==> src/rtl/i2c_regport_pkg.sv <==
package i2c_regport_pkg;
  // transfer phase of the slave
  typedef enum logic [3:0] {
    PH_IDLE,
    PH_SEL,
    PH_SEL_ACK,
    PH_SUB,
    PH_SUB_ACK,
    PH_WR,
    PH_WR_ACK,
    PH_RD,
    PH_RD_ACK
  } phase_t;

  localparam int BYTE_W = 8;
endpackage

==> src/rtl/i2c_regport_sync.sv <==
module i2c_regport_sync #(
  parameter int STAGES = 2
) (
  input  logic clk,
  input  logic rst_n,
  input  logic scl_raw,
  input  logic sda_raw,
  output logic scl_lvl,
  output logic sda_lvl,
  output logic scl_rise,
  output logic scl_fall,
  output logic bus_start,
  output logic bus_stop
);
  logic [STAGES-1:0] scl_pipe;
  logic [STAGES-1:0] sda_pipe;
  logic              scl_prev;
  logic              sda_prev;

  // idle bus is high on both lines
  always_ff @(posedge clk or negedge rst_n) begin
    if (!rst_n) begin
      scl_pipe <= '1;
      sda_pipe <= '1;
      scl_prev <= 1'b1;
      sda_prev <= 1'b1;
    end else begin
      scl_pipe <= {scl_pipe[STAGES-2:0], scl_raw};
      sda_pipe <= {sda_pipe[STAGES-2:0], sda_raw};
      scl_prev <= scl_pipe[STAGES-1];
      sda_prev <= sda_pipe[STAGES-1];
    end
  end

  assign scl_lvl   = scl_pipe[STAGES-1];
  assign sda_lvl   = sda_pipe[STAGES-1];
  assign scl_rise  = scl_lvl & ~scl_prev;
  assign scl_fall  = ~scl_lvl & scl_prev;
  assign bus_start = scl_lvl & scl_prev & sda_prev & ~sda_lvl;
  assign bus_stop  = scl_lvl & scl_prev & ~sda_prev & sda_lvl;
endmodule

==> src/rtl/i2c_regport_bank.sv <==
module i2c_regport_bank #(
  parameter int DEPTH = 16,
  parameter int DW    = 8,
  localparam int IW   = $clog2(DEPTH)
) (
  input  logic          clk,
  input  logic          rst_n,
  input  logic          wr_en,
  input  logic [IW-1:0] wr_idx,
  input  logic [DW-1:0] wr_data,
  input  logic [IW-1:0] rd_idx,
  output logic [DW-1:0] rd_data
);
  logic [DW-1:0] mem [DEPTH];
  logic [DEPTH-1:0] row_we;

  for (genvar g = 0; g < DEPTH; g++) begin : g_row_we
    assign row_we[g] = wr_en && (wr_idx == IW'(g));
  end

  always_ff @(posedge clk or negedge rst_n) begin
    if (!rst_n) begin
      for (int i = 0; i < DEPTH; i++) mem[i] <= '0;
    end else begin
      for (int i = 0; i < DEPTH; i++) begin
        if (row_we[i]) mem[i] <= wr_data;
      end
    end
  end

  assign rd_data = mem[rd_idx];
endmodule

==> src/rtl/i2c_regport_slave.sv <==
module i2c_regport_slave
  import i2c_regport_pkg::*;
#(
  parameter logic [6:0] ADDR_LO   = 7'h1C,
  parameter logic [6:0] ADDR_HI   = 7'h1D,
  parameter int         REG_COUNT = 16,
  parameter int         SYNC_STG  = 2
) (
  input  logic clk,
  input  logic rst_n,
  input  logic sel_strap,
  input  logic scl_in,
  input  logic sda_in,
  output logic sda_out
);
  localparam int IW    = $clog2(REG_COUNT);
  localparam int CNT_W = $clog2(BYTE_W + 1);
  localparam logic [CNT_W-1:0] LAST_BIT = CNT_W'(BYTE_W);

  // reset: asserted asynchronously, released on a clock edge
  logic rst_meta, rst_sync_n;
  always_ff @(posedge clk or negedge rst_n) begin
    if (!rst_n) begin
      rst_meta   <= 1'b0;
      rst_sync_n <= 1'b0;
    end else begin
      rst_meta   <= 1'b1;
      rst_sync_n <= rst_meta;
    end
  end

  logic scl_lvl, sda_lvl, scl_rise, scl_fall, bus_start, bus_stop;

  i2c_regport_sync #(.STAGES(SYNC_STG)) u_sync (
    .clk       (clk),
    .rst_n     (rst_sync_n),
    .scl_raw   (scl_in),
    .sda_raw   (sda_in),
    .scl_lvl   (scl_lvl),
    .sda_lvl   (sda_lvl),
    .scl_rise  (scl_rise),
    .scl_fall  (scl_fall),
    .bus_start (bus_start),
    .bus_stop  (bus_stop)
  );

  phase_t              phase_q, phase_d;
  logic [CNT_W-1:0]    bit_cnt_q, bit_cnt_d;
  logic [BYTE_W-1:0]   shreg_q, shreg_d;
  logic [IW-1:0]       ptr_q, ptr_d;
  logic                rw_q, rw_d;
  logic                mnack_q, mnack_d;
  logic                wr_en;
  logic [BYTE_W-1:0]   rd_data;
  logic [6:0]          own_addr;

  i2c_regport_bank #(.DEPTH(REG_COUNT), .DW(BYTE_W)) u_bank (
    .clk     (clk),
    .rst_n   (rst_sync_n),
    .wr_en   (wr_en),
    .wr_idx  (ptr_q),
    .wr_data (shreg_q),
    .rd_idx  (ptr_q),
    .rd_data (rd_data)
  );

  assign own_addr = sel_strap ? ADDR_HI : ADDR_LO;

  // next-state logic
  always_comb begin
    phase_d   = phase_q;
    bit_cnt_d = bit_cnt_q;
    shreg_d   = shreg_q;
    ptr_d     = ptr_q;
    rw_d      = rw_q;
    mnack_d   = mnack_q;
    wr_en     = 1'b0;

    if (bus_start) begin
      phase_d   = PH_SEL;
      bit_cnt_d = '0;
    end else if (bus_stop) begin
      phase_d   = PH_IDLE;
      bit_cnt_d = '0;
    end else begin
      unique case (phase_q)
        PH_SEL, PH_SUB, PH_WR: begin
          if (scl_rise) begin
            shreg_d   = {shreg_q[BYTE_W-2:0], sda_lvl};
            bit_cnt_d = bit_cnt_q + 1'b1;
          end else if (scl_fall && bit_cnt_q == LAST_BIT) begin
            bit_cnt_d = '0;
            if (phase_q == PH_SEL) begin
              if (shreg_q[BYTE_W-1:1] == own_addr) begin
                rw_d    = shreg_q[0];
                phase_d = PH_SEL_ACK;
              end else begin
                phase_d = PH_IDLE;
              end
            end else if (phase_q == PH_SUB) begin
              ptr_d   = shreg_q[IW-1:0];
              phase_d = PH_SUB_ACK;
            end else begin
              wr_en   = 1'b1;
              ptr_d   = ptr_q + 1'b1;
              phase_d = PH_WR_ACK;
            end
          end
        end
        PH_SEL_ACK: begin
          if (scl_fall) begin
            if (rw_q) begin
              phase_d = PH_RD;
              shreg_d = rd_data;
            end else begin
              phase_d = PH_SUB;
            end
          end
        end
        PH_SUB_ACK, PH_WR_ACK: begin
          if (scl_fall) phase_d = PH_WR;
        end
        PH_RD: begin
          if (scl_rise) begin
            bit_cnt_d = bit_cnt_q + 1'b1;
          end else if (scl_fall) begin
            if (bit_cnt_q == LAST_BIT) begin
              bit_cnt_d = '0;
              ptr_d     = ptr_q + 1'b1;
              phase_d   = PH_RD_ACK;
            end else begin
              shreg_d = {shreg_q[BYTE_W-2:0], 1'b0};
            end
          end
        end
        PH_RD_ACK: begin
          if (scl_rise) begin
            mnack_d = sda_lvl;
          end else if (scl_fall) begin
            if (mnack_q) begin
              phase_d = PH_IDLE;
            end else begin
              phase_d = PH_RD;
              shreg_d = rd_data;
            end
          end
        end
        default: ;
      endcase
    end
  end

  // state registers
  always_ff @(posedge clk or negedge rst_sync_n) begin
    if (!rst_sync_n) begin
      phase_q   <= PH_IDLE;
      bit_cnt_q <= '0;
      shreg_q   <= '0;
      ptr_q     <= '0;
      rw_q      <= 1'b0;
      mnack_q   <= 1'b0;
    end else begin
      phase_q   <= phase_d;
      bit_cnt_q <= bit_cnt_d;
      shreg_q   <= shreg_d;
      ptr_q     <= ptr_d;
      rw_q      <= rw_d;
      mnack_q   <= mnack_d;
    end
  end

  // drive low only from registered state
  always_comb begin
    unique case (phase_q)
      PH_SEL_ACK, PH_SUB_ACK, PH_WR_ACK: sda_out = 1'b0;
      PH_RD:                             sda_out = shreg_q[BYTE_W-1];
      default:                           sda_out = 1'b1;
    endcase
  end
endmodule

==> config.mk <==
export PLATFORM = sky130hd
export DESIGN_NAME = i2c_regport_slave
export DESIGN_NICKNAME = d
export VERILOG_FILES = /design/src/rtl/i2c_regport_pkg.sv /design/src/rtl/i2c_regport_sync.sv /design/src/rtl/i2c_regport_bank.sv /design/src/rtl/i2c_regport_slave.sv
export SDC_FILE = /design/constraint.sdc
export NUM_CORES = 1
export LEC_CHECK = 0
export BUFFER_PORTS_ARGS = -buffer_cell sky130_fd_sc_hd__buf_2
export CORE_MARGIN = 2
export CORE_UTILIZATION = 25
export DETAILED_ROUTE_END_ITERATION = 16
export SLEW_MARGIN = 20
export SYNTH_ARGS = -nofsm -noshare
export SYNTH_HDL_FRONTEND = slang
export SYNTH_SLANG_ARGS = --single-unit
==> constraint.sdc <==
create_clock -name clk -period 4.5 [get_ports clk]
set_clock_uncertainty 0.1 [all_clocks]
set_input_delay 1.35 -clock clk [delete_from_list [all_inputs] [get_ports clk]]
set_output_delay 1.35 -clock clk [all_outputs]
set_load 0.005 [all_outputs]
==> key figures, run 1 <==
Clock network
  – CTS tree: built
  – Num CTS Buffers: 17
  – # clock sinks: between 150 and 200
  – CTS max path bufs: 2
  – CTS Root Cell: clkbuf_16
  – Hold-fix buffers, CTS: 0
  – H-tree depth: 4
  – Post-CTS setup repair buffer count: 0
  – Reg clk slew, reported paths: ~60 ps
  – Worst skew pair latency: ~430 ps
  – CTS resizes: 0

Routing
  – Post-DR vias/cell: 4.70
  – Final ANT Viol Nets: 0
  – DRT Wirelength: 16,900 microns
  – Initial drt markers: approximately 260
  – Via Count: about 4,500
  – Avg WL per Cell: about 18 microns
  – Pre-antenna DRT Iters: 4
  – Drt drc: 0

Power
  – Sw Pwr: approximately 0.98 mW
  – VDD IR max: roughly 0.22 mV
  – Int Power: ~2.4 mW
  – Sequential power share: 0.522
  – PwrDens: a little under 400 nW/um^2
  – Pleak: around 4.0 nW
  – Gate power share: 0.058
  – Switching share of total power: 0.291
  – Power share of the clock group: 0.420

Place
  – Placed Instances: approximately 930
  – PortBufs: 5
  – Post-DP HPWL: 10,600 microns
  – Placer Congestion: 0.773

Layout
  – Cell Count, Final, Fillers Out: about 970
  – Area grow syn2layout: 12.8%
  – Antenna Diode Count: 0
  – Fraction of final layout cells sized beyond drive strength 1: 0.340
  – Most common cell after layout, fill and taps aside: dfrtp_1
  – Nets: 571
  – Most frequent cells in the layout: 150 x dfrtp_1, 103 x mux2_2, 40 x mux2_1
  – Filler cells: just over 3,000
  – Post-Route Utilization: 0.286

Global route
  – Global-route usage over all layers: 0.110
  – Met3 GRT Util: 0.0278
  – Grt total ovfl: 0
  – Vias in the first global route: approximately 4,800
  – Gr busiest metal: met2
  – Met2 usage: 0.171
  – Initial antenna violation count: 0
  – First-pass GRT wire length: between 20,000 and 30,000 microns
  – GR Layer Usage met1: 0.152
  – Pin count of the biggest net entering global routing: roughly 90

Timing
  – Max Transition Viols Final: 0
  – RSZ-0062 raised after global routing: false
  – Final Hold Viols: 0
  – Tcrit/Tclk final: 0.771
  – Slew headroom: 0.368
  – Setup_tns: 0 ps
  – Final setup viols: 0
  – Fmax: just under 300 MHz
  – Fin crit period: between 3000 and 4000 ps
  – Worst-margin pin slew: roughly 950 ps

Job
  – Max_cap viols: 0

Synth
  – Ys async rst share: 1.00
  – Proportion of netlist area held by the largest area contributor: 0.494
  – Yosys warns: 0
  – Mean Syn Cell Area: between 10 and 15 sq um
  – Synthesized area: 7700 sq um
  – #FFs+latches synth: roughly 160
  – Seq/Total Area, Yosys: 0.514
  – Count of different cell masters after synthesis: 54
  – Mapped Cells: about 560
  – Area contributors post-synth: dfrtp_1 49%, mux2_2 15%, mux4_2 9.1%, mux2_1 5.8%, dfstp_2 2.0%
  – Main flop type after synthesis: dfrtp_1
  – Syn Nets: 578
  – EDFF count, synth: 0
  – Cell taking the most area after synthesis: dfrtp_1

Setup path
  – Worst reg-to-reg setup slack: 1480 ps
  – R2R Path End: u_bank.mem[74]
  – Critical Path RT: 3050 ps
  – Worst Path Arrival: just over 2000 ps
  – Reg2Reg Depth: 7
  – Critical path fanouts, max: 21
  – CP Capture Type: output pin
  – Worst r2r src: u_sync.scl_prev
  – CP Class: flop to output pin
  – Critical path launch point type: flop

Floorplanning
  – Core Rows: 64
  – I/O Pins: 6
  – Core area: 30,400 sq um
  – Die width: between 150 and 200 microns
  – Initial core utilization: 0.253
  – Die height: around 180 microns
  – Die ar.: 32,200 sq um

Min path
  – Hold Path End: rst_sync_n
  – HP Start: rst_meta
  – Hold Path Class: flop to flop
  – Hold Crit Depth: 0

Outcome
  – Status: completed
[sequential cells by signal, indices dropped and copies added, names as in the netlist, 2 cells and up]
name and flops:
u_sync.sda_pipe 2, shreg_q 8, u_bank.mem 128, bit_cnt_q 4, u_sync.scl_pipe 2, ptr_q 4, phase_q 4
[power by group through the flow]
stage	Sequential [mW]	Combinational (mW)	Clock (mW)
detailed placement	1.78	0.192	0
floorplan	1.54	0.293	0
global route	1.78	0.223	1.51
global placement	1.78	0.188	0
finish	1.75	0.194	1.41
CTS	1.75	0.196	1.44
[worst max-delay path by stage]
stage,startpoint,to,slack [ps]
floorplan,phase_q[1],sda_out,1670
finish,phase_q[1],sda_out,1030
detailed placement,u_sync.scl_prev,u_bank.mem[73],1490
global route,phase_q[1],sda_out,830
global placement,u_sync.scl_prev,u_bank.mem[78],1520
CTS,phase_q[1],sda_out,1030
[logic make-up (layout without fill, tap and decap cells)]
kind of cell,count (synthesis),in the layout,share of synthesized area
flops,158,158,0.514
buf+inv,51,57,0.0271
xor+xnor,3,3,0.00341
other cells,1,1,0.000487
simple gates,88,88,0.0674
mux,183,183,0.311
compound gates,71,71,0.0612
fa+ha+maj,9,9,0.0146
[cell usage after synthesis, drive strengths merged, types with 2 or more instances]
master / number
o211ai: 2
nand2: 33
a21oi: 17
o21ai: 19
nor2: 18
nand2b: 3
a2bb2oi: 3
a22o: 8
mux2i: 9
mux4: 31
buf: 15
nor3b: 2
nand3: 9
xnor2: 2
o221ai: 2
a211o: 2
dfrtp: 152
a211oi: 3
clkbuf: 21
nor2b: 4
o31ai: 3
or2: 2
ha: 9
nor4: 2
nor3: 3
or4: 2
dfstp: 6
a31oi: 4
and3: 2
mux2: 143
o22a: 3
inv: 15
[stage by stage]
step           power (mW)  setup slack (ps)  hold slack, ps  instance area [sq um]
2_1_floorplan        1.83              1670             231                   7700
3_3_place_gp         1.97              1520             237                   8130
3_5_place_dp         1.97              1490             244                   8130
4_1_cts              3.38              1030             257                   8690
5_1_grt              3.50               833             260                   8690
6_report             3.36              1030             255                   8690
[worst max-delay path, cell delays in order (launching register included)]
cell       delay, ps
dfrtp_1          780
inv_1            140
o21ai_0          180
a2bb2oi_1         80
or2_2            290
buf_2            130
[per-layer routing]
metal	routed length [microns]	share of wire
met5	0	0
met4	133	0.0079
met3	519	0.031
met2	7990	0.47
met1	8290	0.49
[area by class of cell]
class,instances,area (sq um),area share
clock buffer,21,440,0.0507
clock inverter,11,123,0.0141
inverter,15,56.3,0.00648
multi-input combinational,355,3530,0.407
sequential,158,3970,0.457
tap,396,495,0.0570
timing repair buffer,10,75.1,0.00864
Note: power is estimated with default switching activity, not from simulation.
==> inputs of run 2 (changes only) <==
clock period = 2.9 ns   (was 4.5 ns; I/O delays follow)
==> run 2 against run 1 <==
Against the previous run: power rose by 57%; setup slack got worse by 790 ps; clock power rose by 57%; design area rose by 3.6%; sequential share of layout area fell by 1.6 points; core utilization rose by 1.0 points; register-to-register slack got worse by 1200 ps; first-iteration DRC count rose by 24%; non-clock buffer count rose by 30; global-route usage rose by 0.099 points; worst hold slack got worse by 130 ps; via count rose by 1.3%; largest power group unchanged.
==> key figures, run 2 (synthesis results as in run 1) <==
Outcome
  – Status: completed

Clock network
  – Post-CTS setup repair buffer count: 0 (unchanged)
  – Hold-fix buffers, CTS: 0 (unchanged)
  – Worst skew pair latency: 420 ps (about the same)
  – Num CTS Buffers: 17 (unchanged)
  – CTS max path bufs: 2 (unchanged)
  – CTS Root Cell: clkbuf_16
  – # clock sinks: 158 (unchanged)
  – H-tree depth: 4 (unchanged)
  – Reg clk slew, reported paths: 60 ps (about the same)
  – CTS resizes: 0 (unchanged)
  – CTS tree: built

Global route
  – Pin count of the biggest net entering global routing: 48 (-46%)
  – Initial antenna violation count: 0 (unchanged)
  – Vias in the first global route: 4,856 (+1.1%)
  – First-pass GRT wire length: 28,000 microns (+0.42%)
  – Grt total ovfl: 0 (unchanged)
  – Global-route usage over all layers: 0.111 (+0.000992)

Routing
  – Post-DR vias/cell: 4.62 (-1.7%)
  – Avg WL per Cell: 17.0 microns (-2.9%)
  – Initial drt markers: 316 (+24%)
  – Via Count: 4,605 (+1.3%)
  – Final ANT Viol Nets: 0 (unchanged)
  – Pre-antenna DRT Iters: 7 (+3)
  – DRT Wirelength: 17,000 microns (+0.14%)
  – Drt drc: 0 (unchanged)

Job
  – Max_cap viols: 0 (unchanged)

Floorplanning
  – I/O Pins: 6 (unchanged)
  – Initial core utilization: 0.253 (unchanged)
  – Die height: 180 microns (unchanged)
  – Die ar.: 32,200 sq um (unchanged)
  – Core area: 30,400 sq um (unchanged)
  – Core Rows: 64 (unchanged)
  – Die width: 180 microns (unchanged)

Timing
  – Max Transition Viols Final: 0 (unchanged)
  – Final setup viols: 0 (unchanged)
  – Fin crit period: around 2700 ps
  – Slew headroom: 0.454 (+0.0861)
  – Final Hold Viols: 0 (unchanged)
  – Setup_tns: 0 ps (unchanged)
  – Worst-margin pin slew: 819 ps (-129 ps)
  – Tcrit/Tclk final: 0.918
  – Fmax: 376 MHz
  – Final setup margin: 238 ps (-791 ps)
  – RSZ-0062 raised after global routing: false

Power
  – VDD IR max: 0.305 mV (+39%)
  – Pleak: 4.16 nW (+4.5%)
  – PwrDens: 587 nW/um^2 (+52%)

Setup path
  – CP top delay family: simple AND/OR/NAND/NOR gates
  – CP Class: flop to flop
  – Worst Path Arrival: 2850 ps (+830 ps)
  – Buf/Inv on CP: 2 (unchanged)
  – CP Capture Type: flop
  – Slowest cell on the critical path: dfstp_2
  – Critical path fanouts, max: 8 (-62%)
  – Critical path launch point type: flop
  – Crit-path max cell delay: 540 ps (-240 ps)
  – Crit-path cells: inv_1 > ha_1 > nand2b_1 > a211o_1 > or4_1 > buf_4 > nor2_8 > mux2_1
  – Critical Path RT: 3090 ps (+40 ps)

Layout
  – Post-Route Utilization: 0.296 (+0.0102)
  – Cell Count, Final, Fillers Out: 996 (+3.1%)
  – Nets: 601 (+5.3%)
  – Most frequent cells in the layout: 150 x dfrtp_1, 103 x mux2_2, 40 x mux2_1
  – Biggest register: u_bank.mem
  – Area grow syn2layout: 16.8%
  – Post-route cell area: 9000 sq um (+3.6%)
  – Most common cell after layout, fill and taps aside: dfrtp_1
  – Fraction of final layout cells sized beyond drive strength 1: 0.375 (+0.0346)
  – Top Registers: u_bank.mem (128), shreg_q (8)
  – Max FFs per register: 128 (unchanged)
  – Antenna Diode Count: 0 (unchanged)
  – Filler cells: 3,089 (+0.62%)

Place
  – Pre-CTS setup slack: 236 ps (-1250 ps)
  – Placed Instances: 964 (+3.2%)
  – DP Area: 8410 sq um (+3.5%)
  – Placer Congestion: 0.821 (+6.2%)
  – PortBufs: 5 (unchanged)
  – Post-DP HPWL: 11,000 microns (+4.2%)

Min path
  – Hold Path Class: input pin to async pin
-- run 2: layer usage --
layer	track usage	part of all wire	routed length [microns]
met3	0.0233	0.031	521
met2	0.172	0.47	7950
met1	0.157	0.49	8270
met4	0.0302	0.012	207
met5	0	0	0
-- run 2: layout make-up --
| cell class | count | area, sq um | share of cell area |
|---|---|---|---|
| multi-input combinational | 355 | 3530 | 0.393 |
| clock buffer | 20 | 437 | 0.0485 |
| timing repair buffer | 40 | 363 | 0.0403 |
| clock inverter | 12 | 148 | 0.0164 |
| tap | 396 | 495 | 0.0551 |
| sequential | 158 | 3970 | 0.441 |
| inverter | 15 | 56.3 | 0.00626 |
-- run 2: worst reg2reg max path: cells and delay by family, from the launching register on --
| kind | cells | cell delay, ps |
|---|---|---|
| AOI/OAI and AO/OA | 1 | 290 |
| buffers and inverters | 2 | 270 |
| and+or+nand+nor | 3 | 790 |
| muxes | 1 | 360 |
| DFF | 1 | 540 |
| adders and majority gates | 1 | 170 |
-- run 2: report_power, final --
part	total, mW	switching, mW	internal [mW]
sequential	2.56	0.281	2.28
combinational	0.502	0.312	0.190
clock	2.22	0.869	1.35
-- run 2: through the flow --
stage	hold WS, ps	total power, mW
CTS	108	5.35
finish	124	5.28
global placement	236	3.10
floorplan	231	2.84
global route	103	5.53
detailed placement	239	3.10
-- run 2: path summary, 6_finish.rpt --
check                                      from              to  slack [ps]  depth (start not counted)
worst max-delay path            u_sync.scl_prev  u_bank.mem[77]         240                          8
worst min-delay path                      rst_n      rst_sync_n         120                          1
worst max register to register  u_sync.scl_prev  u_bank.mem[77]         240                          8
worst min register to register         rst_meta      rst_sync_n         250                          0
max in group asynchronous            rst_sync_n        ptr_q[1]        1680                          1
min in group clk                       rst_meta      rst_sync_n         250                          0
